File: config.mk
export PLATFORM = sky130hd
export DESIGN_NAME = spi_master_regs
export DESIGN_NICKNAME = d
export VERILOG_FILES = /design/src/rtl/spi_master_pkg.sv /design/src/rtl/spi_baud_gen.sv /design/src/rtl/spi_shift_engine.sv /design/src/rtl/spi_regfile.sv /design/src/rtl/spi_master_regs.sv
export SDC_FILE = /design/constraint.sdc
export NUM_CORES = 1
export LEC_CHECK = 0
export ABC_AREA = 1
export BUFFER_PORTS_ARGS = -buffer_cell sky130_fd_sc_hd__buf_4
export CAP_MARGIN = 20
export CORE_MARGIN = 4
export CORE_UTILIZATION = 65
export CTS_CLUSTER_SIZE = 30
export DETAILED_ROUTE_END_ITERATION = 6
export PLACE_DENSITY_LB_ADDON = 0.3
export SLEW_MARGIN = 40
export SYNTH_ARGS = -nofsm -noshare
export SYNTH_HDL_FRONTEND = slang
export SYNTH_SLANG_ARGS = --single-unit
File: constraint.sdc
create_clock -name clk -period 8.8 [get_ports clk]
set_clock_uncertainty 0.2 [all_clocks]
set_input_delay 0 -clock clk [delete_from_list [all_inputs] [get_ports clk]]
set_output_delay 0 -clock clk [all_outputs]
set_load 0.05 [all_outputs]
File: src/rtl/spi_master_pkg.sv
package spi_master_pkg;
  localparam int DATA_W = 8;

  localparam logic [1:0] ADDR_CTRL  = 2'd0;
  localparam logic [1:0] ADDR_PRESC = 2'd1;
  localparam logic [1:0] ADDR_STAT  = 2'd2;
  localparam logic [1:0] ADDR_DATA  = 2'd3;

  typedef struct packed {
    logic       irq_sel;
    logic       irq_en;
    logic       pin_en;
    logic       master;
    logic       cpol;
    logic       cpha;
    logic [1:0] rate;
  } ctrl_t;

  // Half-period in system cycles: (value+1) << rate, doubled when div2 is set.
  function automatic int unsigned half_period(input int unsigned pval,
                                              input logic [1:0] rate,
                                              input logic div2);
    int unsigned shift_amt;
    shift_amt = int'(rate) + (div2 ? 1 : 0);
    return (pval + 1) << shift_amt;
  endfunction
endpackage

File: src/rtl/spi_baud_gen.sv
module spi_baud_gen #(
  parameter int HALF_W = 10
) (
  input  logic              clk,
  input  logic              rst_n,
  input  logic              run,
  input  logic [HALF_W-1:0] half,
  output logic              tick
);
  logic [HALF_W-1:0] cnt_q;
  logic              wrap;

  assign wrap = (cnt_q == half - HALF_W'(1));
  assign tick = run && wrap;

  always_ff @(posedge clk or negedge rst_n) begin
    if (!rst_n)      cnt_q <= '0;
    else if (!run)   cnt_q <= '0;
    else if (wrap)   cnt_q <= '0;
    else             cnt_q <= cnt_q + HALF_W'(1);
  end
endmodule

File: src/rtl/spi_shift_engine.sv
module spi_shift_engine #(
  parameter int DW = 8
) (
  input  logic          clk,
  input  logic          rst_n,
  input  logic          start,
  input  logic          abort,
  input  logic [DW-1:0] tx_byte,
  input  logic          cpol,
  input  logic          cpha,
  input  logic          tick,
  input  logic          miso,
  output logic          busy,
  output logic          sck,
  output logic          mosi,
  output logic          done,
  output logic [DW-1:0] rx_byte
);
  localparam int EDGES = 2 * DW;
  localparam int IDX_W = $clog2(EDGES);
  localparam logic [IDX_W-1:0] LAST = IDX_W'(EDGES - 1);

  logic [DW-1:0]    shreg_q;
  logic [IDX_W-1:0] idx_q;
  logic             smp_q;
  logic             sample_edge;
  logic             shift_edge;

  assign sample_edge = (idx_q[0] == cpha);
  assign shift_edge  = !sample_edge && !(cpha && idx_q == '0);
  assign done        = busy && tick && !abort && (idx_q == LAST);
  assign mosi        = shreg_q[DW-1];

  always_ff @(posedge clk or negedge rst_n) begin
    if (!rst_n) begin
      busy    <= 1'b0;
      sck     <= 1'b0;
      idx_q   <= '0;
      shreg_q <= '0;
      smp_q   <= 1'b0;
      rx_byte <= '0;
    end else if (abort) begin
      busy <= 1'b0;
      sck  <= cpol;
    end else if (start) begin
      busy    <= 1'b1;
      shreg_q <= tx_byte;
      idx_q   <= '0;
      sck     <= cpol;
    end else if (busy && tick) begin
      sck   <= ~sck;
      idx_q <= idx_q + IDX_W'(1);
      if (sample_edge) smp_q <= miso;
      if (shift_edge)  shreg_q <= {shreg_q[DW-2:0], smp_q};
      if (idx_q == LAST) begin
        busy    <= 1'b0;
        rx_byte <= {shreg_q[DW-2:0], (cpha ? miso : smp_q)};
      end
    end else if (!busy) begin
      sck <= cpol;
    end
  end
endmodule

File: src/rtl/spi_regfile.sv
module spi_regfile
  import spi_master_pkg::*;
#(
  parameter int PRESC_W = 5
) (
  input  logic              clk,
  input  logic              rst_n,
  input  logic              bus_sel,
  input  logic              bus_wr,
  input  logic              bus_rd,
  input  logic [1:0]        bus_addr,
  input  logic [DATA_W-1:0] bus_wdata,
  output logic [DATA_W-1:0] bus_rdata,
  input  logic              ss_n,
  input  logic              busy,
  input  logic              done,
  input  logic [DATA_W-1:0] rx_byte,
  output ctrl_t             ctrl,
  output logic [PRESC_W-1:0] presc_val,
  output logic              presc_div2,
  output logic              start,
  output logic              abort,
  output logic              data_rd,
  output logic              armed,
  output logic              flag,
  output logic              fault,
  output logic              irq
);
  logic [DATA_W-1:0] presc_q;
  logic wr_hit, rd_hit, stat_rd, data_wr;

  assign wr_hit  = bus_sel && bus_wr;
  assign rd_hit  = bus_sel && bus_rd;
  assign stat_rd = rd_hit && (bus_addr == ADDR_STAT);
  assign data_rd = rd_hit && (bus_addr == ADDR_DATA);
  assign data_wr = wr_hit && (bus_addr == ADDR_DATA);

  assign presc_val  = presc_q[PRESC_W-1:0];
  assign presc_div2 = presc_q[DATA_W-1];
  assign abort      = !ss_n;
  assign start      = data_wr && ctrl.master && ctrl.pin_en && ss_n && !busy
                      && (!flag || armed);
  assign irq        = flag && ctrl.irq_en && ctrl.irq_sel;

  always_ff @(posedge clk or negedge rst_n) begin
    if (!rst_n) begin
      ctrl    <= '0;
      presc_q <= '0;
    end else begin
      if (!ss_n) begin
        ctrl.master <= 1'b0;
        ctrl.pin_en <= 1'b0;
      end else if (wr_hit && bus_addr == ADDR_CTRL) begin
        ctrl <= ctrl_t'(bus_wdata);
      end
      if (wr_hit && bus_addr == ADDR_PRESC) presc_q <= bus_wdata;
    end
  end

  always_ff @(posedge clk or negedge rst_n) begin
    if (!rst_n) begin
      flag  <= 1'b0;
      armed <= 1'b0;
      fault <= 1'b0;
    end else begin
      if (done)                   flag <= 1'b1;
      else if (data_rd && armed)  flag <= 1'b0;

      if (data_rd && armed)       armed <= 1'b0;
      else if (flag && stat_rd)   armed <= 1'b1;

      if (!ss_n && ctrl.master)   fault <= 1'b1;
      else if (stat_rd)           fault <= 1'b0;
    end
  end

  always_comb begin
    unique case (bus_addr)
      ADDR_CTRL:  bus_rdata = DATA_W'(ctrl);
      ADDR_PRESC: bus_rdata = presc_q;
      ADDR_STAT:  bus_rdata = {flag, fault, {(DATA_W-3){1'b0}}, busy};
      default:    bus_rdata = rx_byte;
    endcase
  end
endmodule

File: src/rtl/spi_master_regs.sv
module spi_master_regs
  import spi_master_pkg::*;
#(
  parameter int PRESC_W = 5
) (
  input  logic              clk,
  input  logic              rst_n,
  input  logic              bus_sel,
  input  logic              bus_wr,
  input  logic              bus_rd,
  input  logic [1:0]        bus_addr,
  input  logic [DATA_W-1:0] bus_wdata,
  output logic [DATA_W-1:0] bus_rdata,
  output logic              irq_o,
  output logic              sck_o,
  output logic              mosi_o,
  input  logic              miso_i,
  input  logic              ss_n_i,
  output logic              pin_oe_o
);
  localparam int HALF_W = PRESC_W + 5;

  ctrl_t               ctrl_w;
  logic [PRESC_W-1:0]  presc_val_w;
  logic                presc_div2_w;
  logic [HALF_W-1:0]   half_w;
  logic                tick_w, busy_w, done_w, start_w, abort_w;
  logic                data_rd_w, armed_w, flag_w, fault_w;
  logic [DATA_W-1:0]   rx_w;
  logic                master_w, oe_w, cpol_w;

  assign half_w   = HALF_W'(half_period(int'(presc_val_w), ctrl_w.rate, presc_div2_w));
  assign master_w = ctrl_w.master;
  assign oe_w     = ctrl_w.pin_en;
  assign cpol_w   = ctrl_w.cpol;
  assign pin_oe_o = master_w && oe_w;

  spi_regfile #(.PRESC_W(PRESC_W)) regs_i (
    .clk(clk), .rst_n(rst_n),
    .bus_sel(bus_sel), .bus_wr(bus_wr), .bus_rd(bus_rd),
    .bus_addr(bus_addr), .bus_wdata(bus_wdata), .bus_rdata(bus_rdata),
    .ss_n(ss_n_i), .busy(busy_w), .done(done_w), .rx_byte(rx_w),
    .ctrl(ctrl_w), .presc_val(presc_val_w), .presc_div2(presc_div2_w),
    .start(start_w), .abort(abort_w), .data_rd(data_rd_w), .armed(armed_w),
    .flag(flag_w), .fault(fault_w), .irq(irq_o)
  );

  spi_baud_gen #(.HALF_W(HALF_W)) baud_i (
    .clk(clk), .rst_n(rst_n), .run(busy_w), .half(half_w), .tick(tick_w)
  );

  spi_shift_engine #(.DW(DATA_W)) eng_i (
    .clk(clk), .rst_n(rst_n), .start(start_w), .abort(abort_w),
    .tx_byte(bus_wdata), .cpol(cpol_w), .cpha(ctrl_w.cpha), .tick(tick_w),
    .miso(miso_i), .busy(busy_w), .sck(sck_o), .mosi(mosi_o),
    .done(done_w), .rx_byte(rx_w)
  );
endmodule

### Yosys cells after proc, flatten, opt, wreduce, memory -nomap -nowiden

Cells that the tools add are included.

* bits in registers: 52
* bits in latches: 0
* RAM bits: 0
* bits in read-only memories: 0
* input port bits: 17
* output and inout bits: 12
* memories kept: 0

* add/sub/neg operators: 5
* multiply operators: 0
* divide/modulo/power cells: 0
* magnitude comparators: 0
* eq/ne operators: 10
* shifts and indexed selects: 1
* muxes and demuxes: 26
* bitwise logic cells: 2
* reduce and logical (&&, ||, !) cells: 43

Operator list (number)
* 1-bit logical AND: 24
* 8-bit two-way mux: 3
* 8-bit case mux with 3 select lines: 1
* 10-bit two-way mux: 2
* 1-bit two-way mux: 16
* 10-bit by 1-bit adder with 10-bit output, second input constant: 1
* 10-bit equality test: 1
* 2-bit nonzero test: 5
* 6-bit by 3-bit left shift with 10-bit output: 1
* 10-bit by 1-bit subtractor with 10-bit output, second input constant: 1
* 4-bit two-way mux: 2
* 4-bit AND reduction: 2
* 5-bit by 1-bit adder with 6-bit output, second input constant: 1
* 6-bit two-way mux: 1
* 3-bit by 1-bit != test with 1-bit output, second input constant: 2
* 2-bit AND reduction: 3
* 1-bit logical NOT: 5
* 4-bit by 1-bit adder with 4-bit output, second input constant: 1
* 2-bit equality test, second input constant: 2
* 4-bit equality test, second input constant: 1
* 4-bit logical NOT: 1
* 4-bit by 3-bit != test with 1-bit output, second input constant: 1
* 2-bit by 1-bit adder with 3-bit output: 1
* 3-bit AND reduction: 1
* 7 further kinds: 8

### Logic depth before layout (Yosys ltp)

* word-level depth: 10
* mapped depth: 22
* depth with buffers taken out: 21

### Hierarchy

A second synthesis with hierarchy kept.

* cell total of the unflattened synthesis: 519
* area, all modules: 3609.7 µm²

Modules (own cells, without submodules)
* spi_shift_engine: instances 1, cells each 147, area an instance 1187.4 µm², seq. area each 575.6 µm²
* spi_regfile: instances 1, cells each 149, area an instance 1123.6 µm², seq. area each 475.5 µm²
* spi_baud_gen: instances 1, cells each 151, area an instance 930.9 µm², seq. area each 250.2 µm²
* spi_master_regs: instances 1, cells each 72, area an instance 367.9 µm², seq. area each 0.0 µm²

### Worst setup path after synthesis

OpenSTA, ideal clock, no wires.

* path kind: reg2reg
* from: register regs_i.ctrl[0] in the netlist's numbering
* to: register eng_i.shreg_q[7]
* arrival: 2.604 ns
* required time: 8.481 ns
* slack: 5.876 ns
* stages on the path, launching flop included: 21
* path buffers: 1
* period minus slack after synthesis: 2.924 ns
* cells stage by stage: dfrtp_1 ha_1 buf_6 nand2_2 o21ai_2 nor2_1 nand2_1 ha_1 xnor2_1 a21oi_1 nand2_1 nor2_2 nand3_2 nor2_4 nand3_4 nor2_8 nand2_4 nand2_8 nand2_4 nand2_1 nand2_1

* cells in the longest elaborated chain, start to end: 8

Ends and longest elaborated chain
* start: declaration: RTL line spi_regfile.sv:18 `output ctrl_t ctrl,`
* start signal: assignment: RTL line spi_regfile.sv:54 `ctrl <= ctrl_t'(bus_wdata);`
* 2-bit by 1-bit adder with 3-bit output: RTL line spi_master_pkg.sv:24 `shift_amt = int'(rate) + (div2 ? 1 : 0);`
* 6-bit by 3-bit left shift with 10-bit output: RTL line spi_master_pkg.sv:25 `return (pval + 1) << shift_amt;`
* 10-bit by 1-bit subtractor with 10-bit output: RTL line spi_baud_gen.sv:13 `assign wrap = (cnt_q == half - HALF_W'(1));`
* 10-bit equality test: RTL line spi_baud_gen.sv:13
* 1-bit logical AND: RTL line spi_baud_gen.sv:14 `assign tick = run && wrap;`
* 1-bit logical AND: RTL line spi_shift_engine.sv:50 `end else if (busy && tick) begin`
* 2-bit nonzero test (no source line)
* 3-bit AND reduction (no source line)
* end signal: assignment: RTL line spi_shift_engine.sv:47 `shreg_q <= tx_byte;`
* end signal: assignment: RTL line spi_shift_engine.sv:54 `if (shift_edge) shreg_q <= {shreg_q[DW-2:0], smp_q};`
* end: declaration: RTL line spi_shift_engine.sv:23 `logic [DW-1:0] shreg_q;`

Every way passes these cells.
A chain may end at the register's enable or synchronous reset.

### Final worst setup path

* from: register regs_i.ctrl[0] in the netlist's numbering
* to: register eng_i.shreg_q[2]

Same word-level chain as after synthesis.

==> flow_metrics.tcl <==
set metrics [dict create \
    run_status "finished clean" \
    synthCells 480 \
    max-cap-violations 0 \
    path_common_cell "nand2_1" \
    seq_power_share_pct 35.1 \
    worst-endpoint-arrival_ns 3.40 \
    cts_setup_buffers 0 \
    syn_nets 504 \
    gp_congestion 0.917 \
    crit_path_max_incr_delay_ns 0.59 \
    p_comb_share_pct 42.2 \
    cellLeakagePower_nw 2.06 \
    synth_ff_type "dfrtp_1" \
    drv_slew 0 \
    setup_viol 0 \
    fin_crit_ns 3.39 \
    overflow 0 \
    final_cells 595 \
    endpoint_kind "flop" \
    clkPwrFrac_pct 22.7 \
    ys_types 42 \
    route.vias.total 3377 \
    grt_max_degree 53 \
    path_cells "ha_1 -> o21ai_2 -> nor2_1 -> nand2_1 -> ha_1 -> xnor2_1 -> a21oi_1 -> nand2_1 -> nor2_2 -> nand3_2 -> nor2_4 -> nand3_4 -> nor2_8 -> nand2_4 -> nand2_8 -> nand2_4 -> nand2_1 -> nand2_1" \
    io_pins 29 \
    ir_worst_vdd_v 0.000104 \
    tritoncts "yes" \
    num_rows 26 \
    drc 0 \
    min_period_over_period_pct 38.6 \
    clockBufferDepth 2 \
    crit_slowest_cell "ha_1" \
    final_common_cell "nand2_1" \
    final.setup.tns_ns 0 \
    drtAntennaViolNets 0 \
    nets 548 \
    path_clk_slew_ns 0.10 \
    synth.ff_latch_count 52 \
    cts_made_buffers 5 \
    post_drt_wl_per_cell_um 14.2 \
    grt_pass1_vias 3071 \
    final_util_pct 78.1 \
    power.internal_mw 0.459 \
    maxSlewHeadroom_pct 55.8 \
    setup_ws_ns 5.41 \
    powerDensity_mw_per_mm2 198 \
    port_buffers 28 \
    ys.warnings.count 0 \
    criticalPathCategory "reg2reg" \
    fmax_mhz 295 \
    die_area_mm2 0.00653 \
    vias_per_cell 5.68 \
    hold_buffers 18 \
    power_switching_mw 0.330 \
    clk_latency_ns 0.31 \
    hp-class "in2async" \
    groute.usage.overall_pct 28.5 \
    die_h_um 80.8 \
    htree_levels 2 \
    hpwl_um 6060 \
    place_area_mm2 0.00369 \
    async_flop_share_pct 100 \
    cts-root-buf "clkbuf_8" \
    rsz0062_at_grt "no" \
    start_util_pct 67.4 \
    post_cts_resized 0 \
    grt_pass1_wl_um 14400 \
    worstMarginPinSlew_ns 0.664 \
    syn_to_final_growth_pct 15.8 \
    synth-edff-count 0 \
    coreArea_mm2 0.00511 \
    antenna_found_initial 0 \
    cp.required_ns 8.80 \
    cp_max_fo 10 \
    finalHoldViolCount 0 \
    synthesis.area_mm2 0.00344 \
    dpl.cell_count 569 \
    finalWirelength_um 8470 \
    switching_share_pct 41.8 \
    ys_seq_area_share_pct 37.8 \
    design_area_mm2 0.00399 \
    antenna_cells 0 \
    cts_sinks 52 \
    dp_slack_ns 5.44 \
    synth.avg_cell_area_um2 7.17 \
    fillers 376 \
    drive_above_1_share_pct 13.9 \
    final_cell_mix "167 x nand2_1, 52 x nand3_1, 52 x dfrtp_1" \
    start_kind "flop" \
    first_pass_iters 5 \
    drt-initial-drc-count 275 \
    die_x_um 80.8 \
]
[critical path, delay by kind of cell, from the launching register on]
kind            cells  cell delay (ns)
compound gates      2             0.24
flops               1             0.42
simple gates       13             1.39
xor+xnor            1             0.13
fa+ha+maj           2             0.89
[Yosys cell counts (3+ instances only)]
library cell / count / area share, %
nand2_1: 167 / 18
dfrtp_1: 52 / 38
nand3_1: 52 / 7.6
inv_1: 49 / 5.3
o21ai_0: 33 / 4.8
nor2_1: 24 / 2.6
nand4_1: 11 / 2.0
xor2_1: 8 / 2.0
ha_1: 7 / 2.5
nand2_2: 7 / 1.3
nand3_2: 7 / 2.0
inv_2: 5 / 0.55
clkbuf_1: 4 / 0.44
nor3_1: 4 / 0.58
o22ai_1: 4 / 0.73
a21oi_1: 3 / 0.44
nand2_4: 3 / 0.98
nor2_2: 3 / 0.55
nor3b_1: 3 / 0.65
[final cells by class]
class / count / area (um2) / area share [%]
multi-input combinational: 360 / 1850 / 46.5
sequential: 52 / 1300 / 32.6
tap: 70 / 87.6 / 2.20
inverter: 58 / 226 / 5.68
clock buffer: 6 / 82.6 / 2.07
timing repair buffer: 47 / 398 / 9.98
clock inverter: 2 / 38.8 / 0.973
[power groups by stage]
stage | logic [mW] | clock network, mW | registers (mW)
floorplan | 0.259 | 0 | 0.276
global route | 0.370 | 0.189 | 0.279
finish | 0.333 | 0.179 | 0.277
CTS | 0.329 | 0.179 | 0.276
detailed placement | 0.319 | 0 | 0.280
global placement | 0.309 | 0 | 0.280
[per-stage QoR]
step	hold WS (ns)	power (mW)
after floorplan	-0.496	0.535
after global placement	-0.134	0.589
after detailed placement	-0.125	0.600
after CTS	0.0795	0.784
after global routing	0.0984	0.838
final	0.0482	0.789
[path summary, 6_finish.rpt]
check | from | to | slack, ns | cells past startpoint
setup / recovery | regs_i.ctrl[0]$_DFFE_PN0P_ | eng_i.shreg_q[2]$_DFFE_PN0P_ | 5.41 | 18
setup reg to reg | regs_i.ctrl[0]$_DFFE_PN0P_ | eng_i.shreg_q[2]$_DFFE_PN0P_ | 5.41 | 18
hold reg to reg | eng_i.shreg_q[7]$_DFFE_PN0P_ | eng_i.shreg_q[7]$_DFFE_PN0P_ | 0.30 | 2
max in group asynchronous | rst_n | regs_i.ctrl[1]$_DFFE_PN0P_ | 7.89 | 2
min in group clk | eng_i.shreg_q[7]$_DFFE_PN0P_ | eng_i.shreg_q[7]$_DFFE_PN0P_ | 0.30 | 2
hold / removal | rst_n | baud_i.cnt_q[8]$_DFF_PN0_ | 0.05 | 2
[registers in the layout, indices dropped and copies added (netlist names)]
register and cells:
baud_i.cnt_q 10, eng_i.rx_byte 8, eng_i.shreg_q 8, regs_i.ctrl 8
regs_i.presc_q 8, eng_i.idx_q 4, eng_i.busy 1, eng_i.sck 1
eng_i.smp_q 1, regs_i.armed 1, regs_i.fault 1, regs_i.flag 1
[routing by layer]
layer | routed length [um] | share of wire, % | vias to the layer above | track usage, %
met1 | 3770 | 44 | 1573 | 39.3
met2 | 4050 | 48 | 143 | 46.9
met4 | 150 | 1.8 | 0 | 8.11
met5 | 0 | 0 | - | 0
met3 | 505 | 6.0 | 18 | 4.66
li1 | - | - | 1643 | -
[logic make-up (layout without fill, tap and decap cells)]
kind of cell    count (synthesis)  count (layout)  synth area share (%)
simple gates                  292             292                  40.2
buf+inv                        68             113                  8.39
flops                          52              52                  37.8
compound gates                 51              51                  8.50
xor+xnor                       10              10                  2.54
fa+ha+maj                       7               7                  2.54
Note: power is estimated with default switching activity, not from simulation.
